## src/rtl/exc_pkg.sv

```systemverilog
package exc_pkg;

  typedef enum logic [4:0] {
    FK_SYSCALL    = 5'd0,
    FK_RSVD_INSN  = 5'd1,
    FK_THREAD     = 5'd2,
    FK_OVERFLOW   = 5'd3,
    FK_TRAP       = 5'd4,
    FK_BREAK      = 5'd5,
    FK_DSP_OFF    = 5'd6,
    FK_MCHECK     = 5'd7,
    FK_RESET      = 5'd8,
    FK_SOFT_RST   = 5'd9,
    FK_NMI        = 5'd10,
    FK_COP_UNUSE  = 5'd11,
    FK_INTR       = 5'd12,
    FK_ADDR_ERR   = 5'd13,
    FK_TLB_INV    = 5'd14,
    FK_TLB_REFILL = 5'd15,
    FK_TLB_MOD    = 5'd16
  } fault_kind_e;

  typedef enum logic [1:0] {
    CLS_NONE   = 2'd0,
    CLS_NORMAL = 2'd1,
    CLS_RESET  = 2'd2,
    CLS_UNIMPL = 2'd3
  } fault_cls_e;

  // Bit positions the rest of the core decodes
  localparam int ST_EXL     = 1;
  localparam int ST_BEV     = 22;
  localparam int ST_CU1     = 29;
  localparam int CA_BD      = 31;
  localparam int CA_CODE_LO = 2;
  localparam int CA_CODE_W  = 5;
  localparam int SRS_W      = 4;
  localparam int SRS_CUR_LO = 0;
  localparam int SRS_PRV_LO = 6;
  localparam int SRS_EXC_LO = 12;

  typedef struct packed {
    fault_cls_e             cls;
    logic [CA_CODE_W-1:0]   code;
    logic                   gen_vec;  // 1: general offset, 0: zero offset
  } fault_info_t;

  // Committed word slots in the register bank
  localparam int SLOT_PC  = 0;
  localparam int SLOT_ST  = 1;
  localparam int SLOT_CA  = 2;
  localparam int SLOT_SRS = 3;
  localparam int SLOT_EPC = 4;
  localparam int NSLOT    = 5;

endpackage

```

## src/rtl/exc_fault_decode.sv

```systemverilog
module exc_fault_decode
  import exc_pkg::*;
(
  input  logic [4:0]  kind_i,
  output fault_info_t info_o
);

  always_comb begin
    info_o.cls     = CLS_NORMAL;
    info_o.code    = '0;
    info_o.gen_vec = 1'b1;
    case (kind_i)
      FK_SYSCALL:    info_o.code = 5'd8;
      FK_RSVD_INSN:  info_o.code = 5'd10;
      FK_THREAD:     info_o.code = 5'd0;
      FK_OVERFLOW:   info_o.code = 5'd12;
      FK_TRAP:       info_o.code = 5'd13;
      FK_BREAK:      info_o.code = 5'd9;
      FK_DSP_OFF:    info_o.code = 5'd0;
      FK_MCHECK:     info_o.code = 5'd24;
      FK_COP_UNUSE:  info_o.code = 5'd11;
      FK_ADDR_ERR:   info_o.code = 5'd0;
      FK_TLB_INV:    info_o.code = 5'd0;
      FK_TLB_REFILL: info_o.code = 5'd0;
      FK_TLB_MOD:    info_o.code = 5'd1;
      FK_INTR: begin
        info_o.code    = 5'd0;
        info_o.gen_vec = 1'b0;
      end
      FK_RESET: begin
        info_o.cls     = CLS_RESET;
        info_o.gen_vec = 1'b0;
      end
      FK_SOFT_RST, FK_NMI: begin
        info_o.cls     = CLS_UNIMPL;
        info_o.gen_vec = 1'b0;
      end
      default: begin
        info_o.cls     = CLS_NONE;
        info_o.gen_vec = 1'b0;
      end
    endcase
  end

endmodule

```

## src/rtl/exc_state_calc.sv

```systemverilog
module exc_state_calc
  import exc_pkg::*;
#(
  parameter int          XLEN          = 32,
  parameter int          INSN_BYTES    = 4,
  parameter logic [31:0] BASE_BOOT     = 32'hBFC0_0200,
  parameter logic [31:0] BASE_NORM     = 32'h8000_0000,
  parameter logic [31:0] RESET_VEC     = 32'hBFC0_0000,
  parameter logic [31:0] GEN_OFFSET    = 32'h0000_0180
) (
  input  fault_info_t       info_i,
  input  logic [XLEN-1:0]   cur_pc_i,
  input  logic [XLEN-1:0]   nxt_pc_i,
  input  logic [XLEN-1:0]   status_i,
  input  logic [XLEN-1:0]   cause_i,
  input  logic [XLEN-1:0]   srsctl_i,
  input  logic [XLEN-1:0]   epc_i,
  output logic [XLEN-1:0]   pc_o,
  output logic [XLEN-1:0]   status_o,
  output logic [XLEN-1:0]   cause_o,
  output logic [XLEN-1:0]   srsctl_o,
  output logic [XLEN-1:0]   epc_o
);

  localparam logic [XLEN-1:0] STEP = XLEN'(INSN_BYTES);

  logic            in_slot;
  logic            rotate;
  logic [XLEN-1:0] base;
  logic [XLEN-1:0] offset;
  logic [XLEN-1:0] rot_srs;
  logic [XLEN-1:0] upd_cause;

  assign in_slot = (nxt_pc_i != (cur_pc_i + STEP));
  assign rotate  = !status_i[ST_EXL] && !status_i[ST_BEV];
  assign base    = status_i[ST_BEV] ? XLEN'(BASE_BOOT) : XLEN'(BASE_NORM);
  assign offset  = info_i.gen_vec ? XLEN'(GEN_OFFSET) : '0;

  always_comb begin
    rot_srs = srsctl_i;
    rot_srs[SRS_PRV_LO +: SRS_W] = srsctl_i[SRS_CUR_LO +: SRS_W];
    rot_srs[SRS_CUR_LO +: SRS_W] = srsctl_i[SRS_EXC_LO +: SRS_W];
  end

  always_comb begin
    upd_cause = cause_i;
    upd_cause[CA_CODE_LO +: CA_CODE_W] = info_i.code;
    upd_cause[CA_BD] = in_slot;
  end

  always_comb begin
    pc_o     = base + offset;
    status_o = status_i;
    cause_o  = cause_i;
    srsctl_o = srsctl_i;
    epc_o    = epc_i;
    case (info_i.cls)
      CLS_NORMAL: begin
        status_o         = status_i;
        status_o[ST_EXL] = 1'b1;
        cause_o          = upd_cause;
        srsctl_o         = rotate ? rot_srs : srsctl_i;
        epc_o            = in_slot ? (cur_pc_i - STEP) : cur_pc_i;
      end
      CLS_RESET: begin
        pc_o             = XLEN'(RESET_VEC);
        status_o[ST_CU1] = 1'b1;
      end
      default: ;
    endcase
  end

endmodule

```

## src/rtl/exc_commit_reg.sv

```systemverilog
module exc_commit_reg #(
  parameter int XLEN  = 32,
  parameter int NWORD = 5
) (
  input  logic                        clk,
  input  logic                        rst_n,
  input  logic                        load_i,
  input  logic                        unimpl_i,
  input  logic [NWORD-1:0][XLEN-1:0]  word_i,
  output logic                        strobe_o,
  output logic                        unimpl_o,
  output logic [NWORD-1:0][XLEN-1:0]  word_o
);

  logic strobe_d, unimpl_d;

  assign strobe_d = load_i;
  assign unimpl_d = unimpl_i;

  always_ff @(posedge clk or negedge rst_n) begin
    if (!rst_n) begin
      strobe_o <= 1'b0;
      unimpl_o <= 1'b0;
    end else begin
      strobe_o <= strobe_d;
      unimpl_o <= unimpl_d;
    end
  end

  for (genvar g = 0; g < NWORD; g++) begin : g_word
    logic [XLEN-1:0] d, q;
    always_comb d = load_i ? word_i[g] : q;
    always_ff @(posedge clk or negedge rst_n) begin
      if (!rst_n) q <= '0;
      else        q <= d;
    end
    assign word_o[g] = q;
  end

endmodule

```

## src/rtl/exc_entry_unit.sv

```systemverilog
module exc_entry_unit
  import exc_pkg::*;
#(
  parameter int          XLEN       = 32,
  parameter int          INSN_BYTES = 4,
  parameter logic [31:0] BASE_BOOT  = 32'hBFC0_0200,
  parameter logic [31:0] BASE_NORM  = 32'h8000_0000,
  parameter logic [31:0] RESET_VEC  = 32'hBFC0_0000,
  parameter logic [31:0] GEN_OFFSET = 32'h0000_0180,
  parameter int          SYNC_DEPTH = 2
) (
  input  logic            clk,
  input  logic            rst_n,
  input  logic            fault_vld_i,
  input  logic [4:0]      fault_kind_i,
  input  logic [XLEN-1:0] cur_pc_i,
  input  logic [XLEN-1:0] nxt_pc_i,
  input  logic [XLEN-1:0] status_i,
  input  logic [XLEN-1:0] cause_i,
  input  logic [XLEN-1:0] srsctl_i,
  input  logic [XLEN-1:0] epc_i,
  output logic            redirect_vld_o,
  output logic [XLEN-1:0] redirect_pc_o,
  output logic [XLEN-1:0] status_o,
  output logic [XLEN-1:0] cause_o,
  output logic [XLEN-1:0] srsctl_o,
  output logic [XLEN-1:0] epc_o,
  output logic            unimpl_o
);

  // Reset: asserted asynchronously, released through a synchroniser
  logic [SYNC_DEPTH-1:0] rst_pipe;
  logic                  rst_sync_n;

  always_ff @(posedge clk or negedge rst_n) begin
    if (!rst_n) rst_pipe <= '0;
    else        rst_pipe <= {rst_pipe[SYNC_DEPTH-2:0], 1'b1};
  end
  assign rst_sync_n = rst_pipe[SYNC_DEPTH-1];

  fault_info_t info;
  logic        accept;
  logic        load;
  logic        unimpl_req;
  logic [NSLOT-1:0][XLEN-1:0] nxt_word;
  logic [NSLOT-1:0][XLEN-1:0] cur_word;

  exc_fault_decode u_dec (
    .kind_i (fault_kind_i),
    .info_o (info)
  );

  exc_state_calc #(
    .XLEN       (XLEN),
    .INSN_BYTES (INSN_BYTES),
    .BASE_BOOT  (BASE_BOOT),
    .BASE_NORM  (BASE_NORM),
    .RESET_VEC  (RESET_VEC),
    .GEN_OFFSET (GEN_OFFSET)
  ) u_calc (
    .info_i   (info),
    .cur_pc_i (cur_pc_i),
    .nxt_pc_i (nxt_pc_i),
    .status_i (status_i),
    .cause_i  (cause_i),
    .srsctl_i (srsctl_i),
    .epc_i    (epc_i),
    .pc_o     (nxt_word[SLOT_PC]),
    .status_o (nxt_word[SLOT_ST]),
    .cause_o  (nxt_word[SLOT_CA]),
    .srsctl_o (nxt_word[SLOT_SRS]),
    .epc_o    (nxt_word[SLOT_EPC])
  );

  // A pending redirect blocks the next request
  assign accept     = fault_vld_i && !redirect_vld_o;
  assign load       = accept && (info.cls == CLS_NORMAL || info.cls == CLS_RESET);
  assign unimpl_req = accept && (info.cls == CLS_UNIMPL);

  exc_commit_reg #(
    .XLEN  (XLEN),
    .NWORD (NSLOT)
  ) u_regs (
    .clk      (clk),
    .rst_n    (rst_sync_n),
    .load_i   (load),
    .unimpl_i (unimpl_req),
    .word_i   (nxt_word),
    .strobe_o (redirect_vld_o),
    .unimpl_o (unimpl_o),
    .word_o   (cur_word)
  );

  assign redirect_pc_o = cur_word[SLOT_PC];
  assign status_o      = cur_word[SLOT_ST];
  assign cause_o       = cur_word[SLOT_CA];
  assign srsctl_o      = cur_word[SLOT_SRS];
  assign epc_o         = cur_word[SLOT_EPC];

endmodule

```

## config.mk

```make
export PLATFORM = sky130hd
export DESIGN_NAME = exc_entry_unit
export DESIGN_NICKNAME = d
export VERILOG_FILES = /design/src/rtl/exc_pkg.sv /design/src/rtl/exc_fault_decode.sv /design/src/rtl/exc_state_calc.sv /design/src/rtl/exc_commit_reg.sv /design/src/rtl/exc_entry_unit.sv
export SDC_FILE = /design/constraint.sdc
export NUM_CORES = 1
export LEC_CHECK = 0
export BUFFER_PORTS_ARGS = -buffer_cell sky130_fd_sc_hd__buf_2
export CAP_MARGIN = 20
export CORE_ASPECT_RATIO = 0.75
export CORE_MARGIN = 5
export CORE_UTILIZATION = 51
export CTS_BUF_LIST = sky130_fd_sc_hd__clkbuf_4 sky130_fd_sc_hd__clkbuf_8 sky130_fd_sc_hd__clkbuf_16
export CTS_CLUSTER_SIZE = 12
export DETAILED_ROUTE_END_ITERATION = 10
export HOLD_SLACK_MARGIN = 0.06
export PLACE_DENSITY_LB_ADDON = 0.12
export SYNTH_ARGS = -nofsm -noshare
export SYNTH_HDL_FRONTEND = slang
export SYNTH_HIERARCHICAL = 1
export SYNTH_SLANG_ARGS = --single-unit
export TNS_END_PERCENT = 1
```

## constraint.sdc

```tcl
create_clock -name clk -period 7 [get_ports clk]
set_clock_uncertainty 0.2 [all_clocks]
set_input_delay 0.35 -clock clk [delete_from_list [all_inputs] [get_ports clk]]
set_output_delay 0.35 -clock clk [all_outputs]
set_load 0.01 [all_outputs]
```

# Word-level counts from Yosys, hierarchy flattened
# Index checks and enable logic that the tools add are counted.
[word_totals]
input_bits = 200
regBits = 164
[classes]
n_addsub = 3
muxes = 13
n_eq_ne = 20
n_reduce_logical = 12
[ops]
columns = ["op", "count"]
rows = [
  ["32-bit two-way mux", 4],
  ["5-bit by 4-bit == test with 1-bit output, second input constant", 8],
  ["5-bit case mux with 8 select lines", 1],
  ["32-bit by 3-bit adder with 32-bit output, second input constant", 1],
  ["32-bit adder", 1],
  ["32-bit inequality test", 1],
  ["32-bit by 3-bit subtractor with 32-bit output, second input constant", 1],
  ["30-bit two-way mux", 1],
  ["5-bit by 3-bit == test with 1-bit output, second input constant", 4],
  ["10-bit two-way mux", 2],
  ["14-bit OR reduction", 1],
  ["13-bit OR reduction", 1],
  ["5-bit by 2-bit == test with 1-bit output, second input constant", 2],
  ["9-bit two-way mux", 1],
  ["2-bit case mux with 3 select lines", 1],
  ["5-bit by 1-bit == test with 1-bit output, second input constant", 1],
  ["5-bit == test, second input constant", 1],
  ["5-bit logical NOT", 1],
  ["2-bit == test, second input constant", 2],
  ["1-bit logical AND", 4],
  ["1-bit logical NOT", 3],
  ["2-bit by 1-bit == test with 1-bit output, second input constant", 1],
  ["1-bit two-way mux", 2],
  ["2-bit two-way mux", 1],
  ["2 further kinds", 2],
]

# Longest topological paths before layout
[logic_depth]
depth_word = 6
ltp_mapped = 14

# Modules after synthesis
# Netlist, hierarchy kept.
[by_module_without_submodules]
columns = ["mod", "seq_area_each_um2", "cells_per_inst", "area_per_inst_um2", "instances"]
rows = [
  ["exc_commit_reg", 4053.9, 340, 6396.1, 1],
  ["exc_state_calc", 0.0, 538, 3535.9, 1],
  ["exc_fault_decode", 0.0, 27, 178.9, 1],
  ["exc_entry_unit", 50.0, 6, 83.8, 1],
]

# Worst setup path before layout
# No wires, ideal clock.
[synth_path]
kind = "input port to flip-flop"
from = "in cur_pc_i[17]"
to = "reg u_regs.g_word[4].q[23]"
required_time_ns = 6.675
cell_stages = 12
arrival_ns = 2.838
path_slack_ns = 3.836
n_path_buf = 3
cell_sequence = "buf_2 nand4_1 or4_1 or3_1 nand3_1 a32oi_1 and4_4 buf_4 buf_6 o41ai_1 a31oi_1 mux2_4"
[synth_lines]
columns = ["item", "line_no", "rtl"]
rows = [
  ["start, declared", "exc_entry_unit.sv:16", "input logic [XLEN-1:0] cur_pc_i,"],
  ["end signal, assigned", "exc_commit_reg.sv:34", "if (!rst_n) q <= '0;"],
  ["end signal, assigned", "exc_commit_reg.sv:35", "else q <= d;"],
  ["end, declared", "exc_commit_reg.sv:31", "logic [XLEN-1:0] d, q;"],
]

==> impl_metrics.csv <==
group,metric,value,unit
run_status,status,"completed",
power_and_ir_drop,ir_drop,0.1642,mV
finish,layout-drive-gt1-share,0.4714,
worst_setup_path,worstPathRequired,7.10,ns
place,placedInstanceArea,11220,µm²
place,gp_congestion,0.9694,
floorplanning,die-area,22950,µm²
timing,min_period,3.690,ns
clock_network,cts_root_buf,"clkbuf_16",
timing,worst_pin_slew,0.8607,ns
finish,multi_input_area,4928,µm²
worst_setup_path,crit_fanout,11,
synthesis,synth_area_per_cell,11.19,µm²
timing,fin_crit_sh,0.5272,
worst_setup_path,worstSetupEndpointType,"register",
synthesis,synth_top_area_cell,"dfrtp_1",
timing,final.setup.tns,0,ns
finish,fin_nets,1433,
drt,drc,0,
global_route,grt_pass1_vias,8008,
worst_hold_path,hold_path_class,"in2reg",
timing,timing.fmax,0.2710,GHz
power_and_ir_drop,powerDensity,261.4,nW/µm²
timing,finalMaxSlewViolations,0,
timing,fin_hold_ws,0.07777,ns
timing,setup_violations,0,
clock_network,cts_setup_buffers,0,
synthesis,synthCells,911,
finish,seq_area,4108,µm²
synthesis,ys.flop_type,"dfrtp_1",
synthesis,yosysMostFrequentCell,"dfrtp_1",
clock_network,cts_tree,"done",
synthesis,synth_edf_count,0,
global_route,grt_usage,0.2423,
drt,via_per_inst,5.420,
drt,via_count,8113,
worst_setup_path,critPathLaunchType,"input port",
worst_setup_path,crit_type,"in2reg",
finish,utilization,0.6527,
clock_network,clkTransAtPathRegs,0.07,ns
clock_network,cts-resized-gates,0,
finish,fillers,1554,
worst_setup_path,worstPathArrival,3.79,ns
global_route,grt_overflow,0,
clock_network,clk_path_buf_depth,2,
floorplanning,rows,44,
power_and_ir_drop,p_leak,0.005840,µW
global_route,grt_antenna_before_repair,1,
global_route,grt_max_degree,85,
timing,finalHoldViolCount,0,
clock_network,clkSinkCount,164,
drt,first_pass_iters,5,
clock_network,htree_num_levels,4,
finish,design_area,12720,µm²
synthesis,synth_warnings,6,
timing,rsz0062_at_grt,"no",
place,io_buffers,361,
synthesis,synth_top_cell_area_share,0.4026,
finish,area_growth,24.77,%
floorplanning,ioPinCount,362,
worst_hold_path,hold_depth,4,
flow_run,cap_violations,0,
drt,first_iter_violations,646,
clock_network,numCtsBuffers,17,
timing,slew-limit-headroom,0.4218,
clock_network,insertion_delay,0.42,ns
synthesis,synth-async-reset-ratio,1.000,
synthesis,syn_area,10190,µm²
floorplanning,start_util,0.5231,
synthesis,synthDistinctLibCells,73,
floorplanning,die_height,132.4,µm
floorplanning,core,19490,µm²
global_route,grt_pass1_wl,44830,µm
place,dp.final_hpwl,20610,µm
synthesis,ys_seq_area_frac,0.4026,
power_and_ir_drop,p_total,3325,µW
synthesis,synth_seq_cells,164,
clock_network,hold_buffers,88,
drt,routedWlPerCell,19.05,µm
worst_setup_path,rr_worst_depth,3,
synthesis,synthTopCellsByArea,"dfrtp_1 40%, mux2_4 15%, buf_4 8.5%, mux2_2 7.5%, a31oi_1 1.9%",
synthesis,synth_commonest_cells,"164 x dfrtp_1, 116 x buf_4, 100 x mux2_4",
drt,drt_wl_total,28530,µm
floorplanning,fp.dieW,173.3,µm
drt,ant_nets,0,
where the power goes:
part           switching, µW  leakage, µW  total, µW  internal [µW]
logic                    489      0.00363       1060            569
clock network            420     0.000287        938            518
registers                141      0.00193       1330           1190
kinds of logic (layout without fill, tap and decap cells):
group | Yosys count | count (layout) | share of synthesized area
simple gates | 255 | 255 | 0.1461
flops | 164 | 164 | 0.4026
fa+ha+maj | 3 | 3 | 0.003682
other cells | 3 | 23 | 0.001104
mux | 170 | 170 | 0.2243
buf+inv | 178 | 491 | 0.1221
xor+xnor | 33 | 33 | 0.02835
compound gates | 105 | 105 | 0.07180
layout by cell type, fill, tap and decap left out, types with 5 or more instances in the layout:
cell and n:
o21ai_0 9, or3_1 18, xnor2_1 20, clkbuf_16 17, o21ai_1 9, buf_2 361, nor4_1 11, nand3b_1 8
o211ai_1 6, xor2_1 13, mux2_4 100, mux2_2 68, or4_1 13, dfrtp_1 163, nand2b_1 8, and3_1 6
nand4b_1 6, nor4b_1 5, nand4_1 13, nand3_1 18, a31oi_1 31, nand2_1 49, o41ai_1 7, a21oi_1 5
conb_1 22, dlygate4sd3_1 88, nor3_1 20, and4_1 5, o31ai_1 11, and2_1 6, nor2_1 41
state kept, by name, summed over array words and instances, names as in the netlist:
register and count:
u_regs/g_word.q 160, rst_pipe 2, u_regs/strobe_o 1, u_regs/unimpl_o 1
layer usage:
layer,wire [µm],track usage,vias to the layer above
li1,-,-,3826
met2,12950,0.3795,351
met5,0,0,-
met1,12520,0.3275,3891
met4,707,0.07931,0
met3,2352,0.06845,45
final timing paths:
check                                start                     end  slack, ns
min in group asynchronous      rst_pipe[1]  u_regs/g_word[0].q[24]       0.20
hold / removal                    epc_i[0]   u_regs/g_word[4].q[0]       0.08
hold reg to reg                rst_pipe[0]             rst_pipe[1]       0.15
max in group asynchronous      rst_pipe[1]  u_regs/g_word[4].q[23]       5.19
setup reg to reg           u_regs/strobe_o   u_regs/g_word[1].q[6]       4.42
setup / recovery               cur_pc_i[2]  u_regs/g_word[4].q[23]       3.31
layout make-up:
class | count | share of cell area
multi-input cells | 588 | 0.3875
flip-flops and latches | 164 | 0.3229
repair buffers | 455 | 0.2158
clock buffers | 18 | 0.03453
well taps | 253 | 0.02489
clock inverters | 14 | 0.01298
inverters | 4 | 0.001180
diodes | 1 | 0.0001967
through the flow:
step,worst slack [ns],instances
floorplan,1.892,930
global placement,3.095,1375
detailed placement,3.016,1375
CTS,3.453,1495
global route,3.209,1497
finish,3.310,1497
worst max-delay path: stages:
cell and delay [ns]:
buf_2 0.18, ha_1 0.30, and4_1 0.43, nand3_1 0.31, or4b_1 0.57, a21oi_1 0.18
o32a_1 0.23, nand4_1 0.53, nand3b_1 0.29, a31oi_1 0.12, mux2_4 0.30
Note: power is estimated with default switching activity, not from simulation.
